File: src/rtl/txr_pkg.sv
package txr_pkg;
  localparam int DW      = 32;
  localparam int LEN_W   = 11;
  localparam int B_LAST  = 15;
  localparam int B_NOCRC = 16;
  localparam int B_EXH   = 27;
  localparam int B_UND   = 28;
  localparam int B_RTY   = 29;
  localparam int B_WRAP  = 30;
  localparam int B_USED  = 31;

  typedef enum logic [2:0] {
    S_IDLE, S_RD_CTRL, S_RD_ADDR, S_RD_DATA, S_SEND, S_WB, S_ABORT
  } txr_state_e;
endpackage

File: src/rtl/txr_ptr.sv
module txr_ptr #(
  parameter int IW = 8
) (
  input  logic          clk,
  input  logic          rst_n,
  input  logic          clr,
  input  logic          adv,
  input  logic          wrap,
  output logic [IW-1:0] idx
);
  logic [IW-1:0] idx_q, idx_d;

  always_comb begin
    idx_d = idx_q;
    if (clr)       idx_d = '0;
    else if (adv)  idx_d = wrap ? '0 : idx_q + 1'b1;
  end

  always_ff @(posedge clk or negedge rst_n) begin
    if (!rst_n) idx_q <= '0;
    else        idx_q <= idx_d;
  end

  assign idx = idx_q;

  p_wrap_to_base_r7: assert property (@(posedge clk) disable iff (!rst_n)
    (adv && wrap && !clr) |=> (idx == '0));
  p_clear_r10: assert property (@(posedge clk) disable iff (!rst_n)
    clr |=> (idx == '0));
endmodule

File: src/rtl/txr_bytesel.sv
module txr_bytesel #(
  parameter int DW = 32,
  localparam int NB = DW / 8,
  localparam int SB = $clog2(NB)
) (
  input  logic [DW-1:0] word,
  input  logic [SB-1:0] sel,
  output logic [7:0]    byte_o
);
  logic [7:0] lane [NB];

  for (genvar g = 0; g < NB; g++) begin : g_lane
    assign lane[g] = word[8*g +: 8];
  end

  assign byte_o = lane[sel];
endmodule

File: src/rtl/txring_dma.sv
module txring_dma
  import txr_pkg::*;
#(
  parameter int AW = 32,
  parameter int IW = 8
) (
  input  logic          clk,
  input  logic          rst_n,
  input  logic [AW-1:0] ring_base,
  input  logic          tx_en,
  input  logic          tx_start,
  input  logic          tx_halt,
  output logic          tx_busy,
  output logic          mem_req,
  output logic          mem_we,
  output logic [AW-1:0] mem_addr,
  output logic [DW-1:0] mem_wdata,
  input  logic          mem_ack,
  input  logic [DW-1:0] mem_rdata,
  output logic [7:0]    tx_data,
  output logic          tx_valid,
  output logic          tx_last,
  output logic          tx_nocrc,
  input  logic          tx_ready
);
  localparam int NB     = DW / 8;
  localparam int SB     = $clog2(NB);
  localparam int STRIDE = 2 * NB;
  localparam logic [DW-1:0] STAT_MASK = (DW'(1) << B_EXH) | (DW'(1) << B_UND) | (DW'(1) << B_RTY);

  txr_state_e     state_q, state_d;
  logic [DW-1:0]  ctrl_q, ctrl_d;
  logic [AW-1:0]  ptr_q, ptr_d;
  logic [LEN_W-1:0] rem_q, rem_d;
  logic [DW-1:0]  word_q, word_d;
  logic           mid_q, mid_d;
  logic           halt_q, halt_d;
  logic [IW-1:0]  idx;
  logic [AW-1:0]  desc_addr;
  logic           ptr_adv;

  assign desc_addr = ring_base + (AW'(idx) * AW'(STRIDE));
  assign ptr_adv   = tx_en && (state_q == S_WB) && mem_ack;

  txr_ptr #(.IW(IW)) u_ptr (
    .clk  (clk),
    .rst_n(rst_n),
    .clr  (!tx_en),
    .adv  (ptr_adv),
    .wrap (ctrl_q[B_WRAP]),
    .idx  (idx)
  );

  txr_bytesel #(.DW(DW)) u_sel (
    .word  (word_q),
    .sel   (ptr_q[SB-1:0]),
    .byte_o(tx_data)
  );

  always_comb begin
    state_d   = state_q;
    ctrl_d    = ctrl_q;
    ptr_d     = ptr_q;
    rem_d     = rem_q;
    word_d    = word_q;
    mid_d     = mid_q;
    halt_d    = halt_q;
    mem_req   = 1'b0;
    mem_we    = 1'b0;
    mem_addr  = desc_addr + AW'(NB);
    mem_wdata = (ctrl_q | (DW'(1) << B_USED)) & ~STAT_MASK;
    if (tx_halt && state_q != S_IDLE) halt_d = 1'b1;
    case (state_q)
      S_IDLE: begin
        if (tx_start) begin
          state_d = S_RD_CTRL;
          halt_d  = 1'b0;
        end
      end
      S_RD_CTRL: begin
        mem_req = 1'b1;
        if (mem_ack) begin
          ctrl_d = mem_rdata;
          if (mem_rdata[B_USED])               state_d = mid_q ? S_ABORT : S_IDLE;
          else if (mem_rdata[LEN_W-1:0] == '0) state_d = S_WB;
          else                                 state_d = S_RD_ADDR;
        end
      end
      S_RD_ADDR: begin
        mem_req  = 1'b1;
        mem_addr = desc_addr;
        if (mem_ack) begin
          ptr_d   = mem_rdata[AW-1:0];
          rem_d   = ctrl_q[LEN_W-1:0];
          state_d = S_RD_DATA;
        end
      end
      S_RD_DATA: begin
        mem_req  = 1'b1;
        mem_addr = {ptr_q[AW-1:SB], {SB{1'b0}}};
        if (mem_ack) begin
          word_d  = mem_rdata;
          state_d = S_SEND;
        end
      end
      S_SEND: begin
        if (tx_ready) begin
          rem_d = rem_q - 1'b1;
          ptr_d = ptr_q + 1'b1;
          if (rem_q == LEN_W'(1))          state_d = S_WB;
          else if (&ptr_q[SB-1:0])          state_d = S_RD_DATA;
        end
      end
      S_WB: begin
        mem_req = 1'b1;
        mem_we  = 1'b1;
        if (mem_ack) begin
          mid_d   = !ctrl_q[B_LAST];
          state_d = (ctrl_q[B_LAST] && halt_q) ? S_IDLE : S_RD_CTRL;
        end
      end
      S_ABORT: begin
        mem_req   = 1'b1;
        mem_we    = 1'b1;
        mem_wdata = ctrl_q | (DW'(1) << B_EXH);
        if (mem_ack) begin
          mid_d   = 1'b0;
          state_d = S_IDLE;
        end
      end
      default: state_d = S_IDLE;
    endcase
    if (!tx_en) begin
      state_d = S_IDLE;
      mid_d   = 1'b0;
      halt_d  = 1'b0;
    end
  end

  always_ff @(posedge clk or negedge rst_n) begin
    if (!rst_n) begin
      state_q <= S_IDLE;
      ctrl_q  <= '0;
      ptr_q   <= '0;
      rem_q   <= '0;
      word_q  <= '0;
      mid_q   <= 1'b0;
      halt_q  <= 1'b0;
    end else begin
      state_q <= state_d;
      ctrl_q  <= ctrl_d;
      ptr_q   <= ptr_d;
      rem_q   <= rem_d;
      word_q  <= word_d;
      mid_q   <= mid_d;
      halt_q  <= halt_d;
    end
  end

  assign tx_busy  = (state_q != S_IDLE);
  assign tx_valid = (state_q == S_SEND);
  assign tx_last  = tx_valid && (rem_q == LEN_W'(1)) && ctrl_q[B_LAST];
  assign tx_nocrc = tx_valid && ctrl_q[B_NOCRC];

  p_idle_quiet_r1: assert property (@(posedge clk) disable iff (!rst_n)
    !tx_busy |-> (!tx_valid && !mem_req));
  p_req_hold_r2: assert property (@(posedge clk) disable iff (!rst_n)
    (mem_req && !mem_ack && tx_en) |=> (mem_req && $stable(mem_addr) && $stable(mem_we)));
  p_data_hold_r3: assert property (@(posedge clk) disable iff (!rst_n)
    (tx_valid && !tx_ready && tx_en) |=> (tx_valid && $stable(tx_data) && $stable(tx_last)));
  p_wb_owned_r6: assert property (@(posedge clk) disable iff (!rst_n)
    (mem_req && mem_we) |-> mem_wdata[B_USED]);
  p_abort_stop_r8: assert property (@(posedge clk) disable iff (!rst_n)
    (mem_req && mem_we && mem_ack && mem_wdata[B_EXH]) |=> !tx_busy);
  p_disable_idle_r10: assert property (@(posedge clk) disable iff (!rst_n)
    !tx_en |=> !tx_busy);
endmodule

File: config.mk
export PLATFORM = sky130hd
export DESIGN_NAME = txring_dma
export DESIGN_NICKNAME = d
export VERILOG_FILES = /design/src/rtl/txr_pkg.sv /design/src/rtl/txr_ptr.sv /design/src/rtl/txr_bytesel.sv /design/src/rtl/txring_dma.sv
export SDC_FILE = /design/constraint.sdc
export NUM_CORES = 1
export LEC_CHECK = 0
export BUFFER_PORTS_ARGS = -buffer_cell sky130_fd_sc_hd__buf_4
export CAP_MARGIN = 20
export CORE_ASPECT_RATIO = 0.8
export CORE_MARGIN = 4
export CORE_UTILIZATION = 52
export CTS_CLUSTER_DIAMETER = 120
export DETAILED_ROUTE_END_ITERATION = 7
export PLACE_DENSITY_LB_ADDON = 0.25
export SYNTH_ARGS = -nofsm -noshare
export SYNTH_HDL_FRONTEND = slang
export SYNTH_SLANG_ARGS = --single-unit
File: constraint.sdc
create_clock -name clk -period 3.4 [get_ports clk]
set_input_delay 0.51 -clock clk [delete_from_list [all_inputs] [get_ports clk]]
set_output_delay 0.51 -clock clk [all_outputs]
set_load 0.1 [all_outputs]
---- Word level (Yosys, flattened, before mapping) ----
Index checks and enable logic that the tools add are counted.
storage, ports and cells
  register bits ........................... 120
  bits of input ports ..................... 71
  output and inout bits ................... 78
  word-level logic and storage cells ...... 93
operators by class
  add/sub/neg operators ................... 5
  $lt $le $gt $ge ......................... 1
  equality and inequality tests ........... 19
  multiplexer cells ....................... 39
  bitwise operators ....................... 1
  reduce and logical (&&, ||, !) cells .... 20
operators by type and width
  kind                                                number
  one-hot mux 32 bit (2 select lines)                 2
  two-way mux 32 bit                                  3
  two-way mux 8 bit                                   5
  two-way mux 3 bit                                   13
  adder 32 x 1 -> 32 bit, second input constant       1
  adder 32 x 11 -> 32 bit                             1
  adder 32 x 3 -> 32 bit, second input constant       1
  two-way mux 11 bit                                  2
  one-hot mux 11 bit (2 select lines)                 1
  one-hot mux 3 bit (7 select lines)                  1
  != test 3 bit, second input constant                6
  binary-select mux 8 bit (select 2 bit)              1
  == test 11 x 1 -> 1 bit, second input constant      1
  zero test 11 bit                                    1
  subtractor 11 x 1 -> 11 bit, second input constant  1
  two-way mux 1 bit                                   10
  == test 3 bit, second input constant                3
  adder 8 x 1 -> 8 bit, second input constant         1
  AND reduction 8 bit                                 1
  logical AND 1 bit                                   7
  == test 3 x 2 -> 1 bit, second input constant       2
  AND reduction 2 bit                                 3
  AND reduction 3 bit                                 2
  OR reduction 5 bit                                  1
  other kinds (14)                                    15

---- Depth between registers and ports, before layout ----
  depth in word-level cells ............... 6
  gate-level depth with buffers ........... 13
  mapped depth without buffers ............ 11

---- By module ----
Synthesis repeated with hierarchy kept, for this count alone.
second synthesis, totals
  cells, all modules ...................... 970
  area, all modules ....................... 8582.0 µm²
modules (own cells, without submodules)
  module       times used  cells each  area an instance (µm²)  sequential area each (µm²)
  txring_dma   1           915         7948.9                  2777.7
  txr_ptr      1           45          436.7                   200.2
  txr_bytesel  1           10          196.4                   0.0

---- Least setup slack after synthesis ----
Ideal clock, no wire load.
  path type ............................... input -> output
  start ................................... in ring_base[8]
  end ..................................... out mem_addr[22]
  data arrival time ....................... 5147 ps
  required time ........................... 2890 ps
  slack ................................... -2257 ps
  stages .................................. 11
  buffers on the path ..................... 2
  cell sequence ........................... ha_1 > a21o_1 > or3_1 > o21a_1 > buf_6 > nor4_4 > a311oi_2 > or3_1 > buf_2 > o31a_1 > o31ai_1
on the way
  word-level cells in the longest chain between the ends .. 3
ends and longest elaborated chain
  element                                RTL line          RTL
  start: declaration                     txring_dma.sv:9   input logic [AW-1:0] ring_base,
  adder 32 x 11 -> 32 bit *              txring_dma.sv:42  assign desc_addr = ring_base + (AW'(idx) * AW'(STRIDE));
  adder 32 x 3 -> 32 bit                 txring_dma.sv:70  mem_addr = desc_addr + AW'(NB);
  one-hot mux 32 bit (2 select lines) *  txring_dma.sv:73  case (state_q)
  end: declaration                       txring_dma.sv:16  output logic [AW-1:0] mem_addr,
Every way passes the cells marked *; elsewhere a longest branch is shown, timed or not.

---- Final worst setup path ----
  start ................................... reg u_ptr.idx_q[2], in the netlist u_ptr.idx[2]
  end ..................................... out mem_addr[31]
on the way
  word-level cells in the longest chain between the ends .. 3
ends and longest elaborated chain
  element                                RTL line          RTL
  start: declaration                     txr_ptr.sv:11     logic [IW-1:0] idx_q, idx_d;
  start signal: assignment               txr_ptr.sv:21     else idx_q <= idx_d;
  adder 32 x 11 -> 32 bit *              txring_dma.sv:42
  adder 32 x 3 -> 32 bit                 txring_dma.sv:70
  one-hot mux 32 bit (2 select lines) *  txring_dma.sv:73
Marks and branches as above.

==> summary.txt <==
STA
  – Clock Skew: 0.007340 ns
  – Final Hold Fails: 0
  – Setup_tns: -14.55 ns
  – Minimum clock period: 4.146 ns
  – F_max: 241.2 MHz
  – Final setup viols: 26
  – RSZ-0062 raised after global routing: yes
  – Max transition margin: 25.84%
  – Worst setup margin: -0.7456 ns
  – Final period util: 121.9%
  – Slew @ Worst Pin: 1.112 ns
  – Pins Over Slew Limit: 0

Yosys
  – Mux share of post-synthesis cell area: 11.74%
  – Area share of fa/ha/maj cells after synthesis: 2.149%
  – Top post-synthesis cells by area: dfrtp_1, mux2_2, a21oi_1, nand2_1, o21ai_0
  – Syn Inst Count: 983
  – Largest family of logic cells by synthesized area: simple AND/OR/NAND/NOR gates
  – Synth Area in Compound Gates: 19.76%
  – FFs w/ async S/R, synth: 100.0%
  – Post-Synth Simple-Gate Area: 20.91%
  – Syn nets: 1068
  – Count of cell types in the netlist: 70
  – Mapped cell area: 8502 um^2
  – XOR/XNOR Fraction of Synth Area: 4.018%
  – Top-area cell type share of the netlist area: 35.03%
  – Primary FF master, synth: dfrtp_1
  – Register area share after synthesis: 35.03%
  – Yosys reg bits: 119
  – Avg Synthesized Cell Area: 8.649 um^2
  – Dominant cell type by area after synthesis: dfrtp_1
  – Ys Warns: 0
  – Post-synth EDFFs: 0

Final layout
  – Fillers: 945
  – Layout area overhead: 48.51%
  – Layout cell share with drive strength beyond 1: 43.16%
  – FF+latch area: 2978 um^2
  – Multi-input gate area: 5996 um^2
  – Finished Core Util: 79.39%
  – Final net count: 1300
  – Non-filler cells, final: 1443
  – Antenna Diode Count: 0

Floorplanning
  – Die X: 151.0 um
  – FP Rows: 41
  – Die Height: 122.4 um
  – Initial Utilization: 53.46%
  – Core area: 15900 um^2
  – # IOs: 149
  – Full die area: 18470 um^2

Route
  – Routed len/inst: 21.85 um
  – DR vias/cell: 6.436
  – Vias: 9287
  – Final ANT Viol Nets: 0
  – Pre-antenna DRT Iters: 8
  – DR DRC count: 0
  – Initial drt markers: 1168
  – Final WL: 31.53 mm

Place
  – Pre-CTS WS: -0.6051 ns
  – Count of input and output buffers: 148
  – Gp weighted congestion: 0.9627
  – Post-DP HPWL: 20.23 mm
  – Placed cell count: 1376

Setup path
  – WS Path Type: flop to primary output
  – Reg-to-reg startpoint: rem_q[5]
  – Worst EP required: 2.89 ns
  – Crit end category: primary output
  – Crit-path max cell delay: 0.42 ns
  – R2R cell count: 8
  – FF-to-FF End: state_q[2]
  – Crit path max-delay cell type: or4_4
  – CP max FO: 14
  – FF-to-FF setup slack: 0.53 ns
  – Startpoint types: flop
  – CP top delay family: compound AO/OA/AOI/OAI gates
  – Worst path cell trace: ha_4, o211ai_1, o211ai_1, a21oi_4, buf_4, or4_4, and3_4, a2111oi_4, buf_12, a31oi_2, o31ai_4, buf_12
  – Instance count on the critical path: 12
  – WP data arrival: 3.64 ns
  – Critical path buffer and inverter count: 3

GRT
  – Gr usage total: 31.31%
  – Total global routing overflow: 0
  – Initial antenna violation count: 0
  – Vias in the first global route: 8727
  – Global-route wire length before repair: 45.36 mm
  – Pin count of the biggest net entering global routing: 57

Power and ir drop
  – Leak pwr: 5.338 nW
  – Worst vdd ir: 1.453 mV
  – Pwr dens: 862.7 nW/um^2

Clock tree
  – CTS sink cnt: 119
  – Worst-skew pair later-pin latency: 0.42 ns
  – Clock root cell: clkbuf_16
  – Register clock-pin slew on the reported worst setup and hold paths: 0.06 ns
  – Num CTS Buffers: 17
  – TritonCTS clock tree: built
  – Max Root-Sink Buffers: 2
  – H-tree depth: 4

Worst hold path
  – Hold crit path type: primary input to async pin

Outcome
  – Status: finished with violations
  – Failing checks: negative setup slack

Run
  – Max Cap Viol: 0
## worst max path at each step
stage,from,endpoint,slack (ns)
3_5_place_dp,ring_base[3],mem_addr[22],-0.61
4_1_cts,u_ptr.idx[4],mem_addr[31],-0.65
6_report,u_ptr.idx[2],mem_addr[31],-0.75
3_3_place_gp,ring_base[8],mem_addr[22],-0.54
5_1_grt,u_ptr.idx[4],mem_addr[31],-0.89
2_1_floorplan,ring_base[3],mem_addr[22],-0.63
## layout by cell type (no fill, tap or decap), types with 17 or more instances in the layout
cell,instances
a21oi_1,82
dfrtp_1,119
nor3_1,18
inv_1,18
nand3_1,38
nand2_1,93
buf_12,28
o22ai_1,17
mux2_2,62
o21ai_0,57
clkbuf_16,17
nor2_1,59
buf_4,257
buf_6,18
## cell usage after synthesis, types with 17 or more instances
library cell	number
dfrtp_1	119
nand2_1	97
a21oi_1	90
nor2_1	69
mux2_2	62
o21ai_0	61
clkbuf_1	47
nand3_1	40
buf_4	28
nor3_1	28
xnor2_1	23
inv_1	19
o22ai_1	17
## registers in the layout, summed over array words and instances (netlist names)
signal     cells
rem_q         11
state_q        3
u_ptr.idx      8
halt_q         1
ptr_q         32
mid_q          1
ctrl_q        31
word_q        32
## layout make-up
class / count / area share (%)
multi-input cells: 753 / 47.49
flip-flops and latches: 119 / 23.59
repair buffers: 303 / 21.33
clock buffers: 20 / 3.538
well taps: 215 / 2.131
clock inverters: 12 / 1.308
inverters: 21 / 0.6243
## worst reg2reg max path: stages (launching register included)
cell	delay, ns
dfrtp_1	0.43
or4_1	0.62
or3_1	0.37
nor2_1	0.16
and3_1	0.33
o31ai_1	0.23
a2111oi_0	0.43
a21oi_1	0.10
nor2b_1	0.12
## what timing repair did
item                       in CTS  in global routing
pin swaps                      21                 33
resized for setup             118                 58
setup endpoints to repair      25                 27
buffers inserted               18                 28
hold buffers                    0                  0
## layer usage
layer  global-route usage [%]  vias to the layer above  wire, um
li1                         -                     4062         -
met2                    48.90                      568     14680
met3                    6.792                      130      3170
met1                    43.09                     4527     12180
met5                        0                        -         0
met4                    11.55                        0      1502
## cells by family (layout without fill, tap and decap cells)
family	count (synthesis)	in the layout
flip-flops	119	119
AO/OA/AOI/OAI	269	269
buffers and inverters	111	356
XOR/XNOR	39	39
AND/OR/NAND/NOR	349	349
adder cells (fa/ha/maj)	14	14
multiplexers	82	82
## metrics by stage
stage | cell area (um^2) | hold WS (ns) | total power [mW]
6_report | 12630 | 0.1536 | 10.89
5_1_grt | 12630 | 0.2064 | 11.27
4_1_cts | 12180 | 0.1762 | 10.74
3_5_place_dp | 10910 | 0.4735 | 8.513
3_3_place_gp | 10910 | 0.4678 | 8.407
2_1_floorplan | 9049 | 0.2144 | 7.371
## power breakdown
| part | leakage (nW) | switching, mW | internal [mW] |
|---|---|---|---|
| clock | 0.300 | 0.687 | 1.18 |
| combinational | 3.57 | 4.46 | 1.93 |
| sequential | 1.47 | 0.589 | 2.04 |
Note: power is estimated with default switching activity, not from simulation.
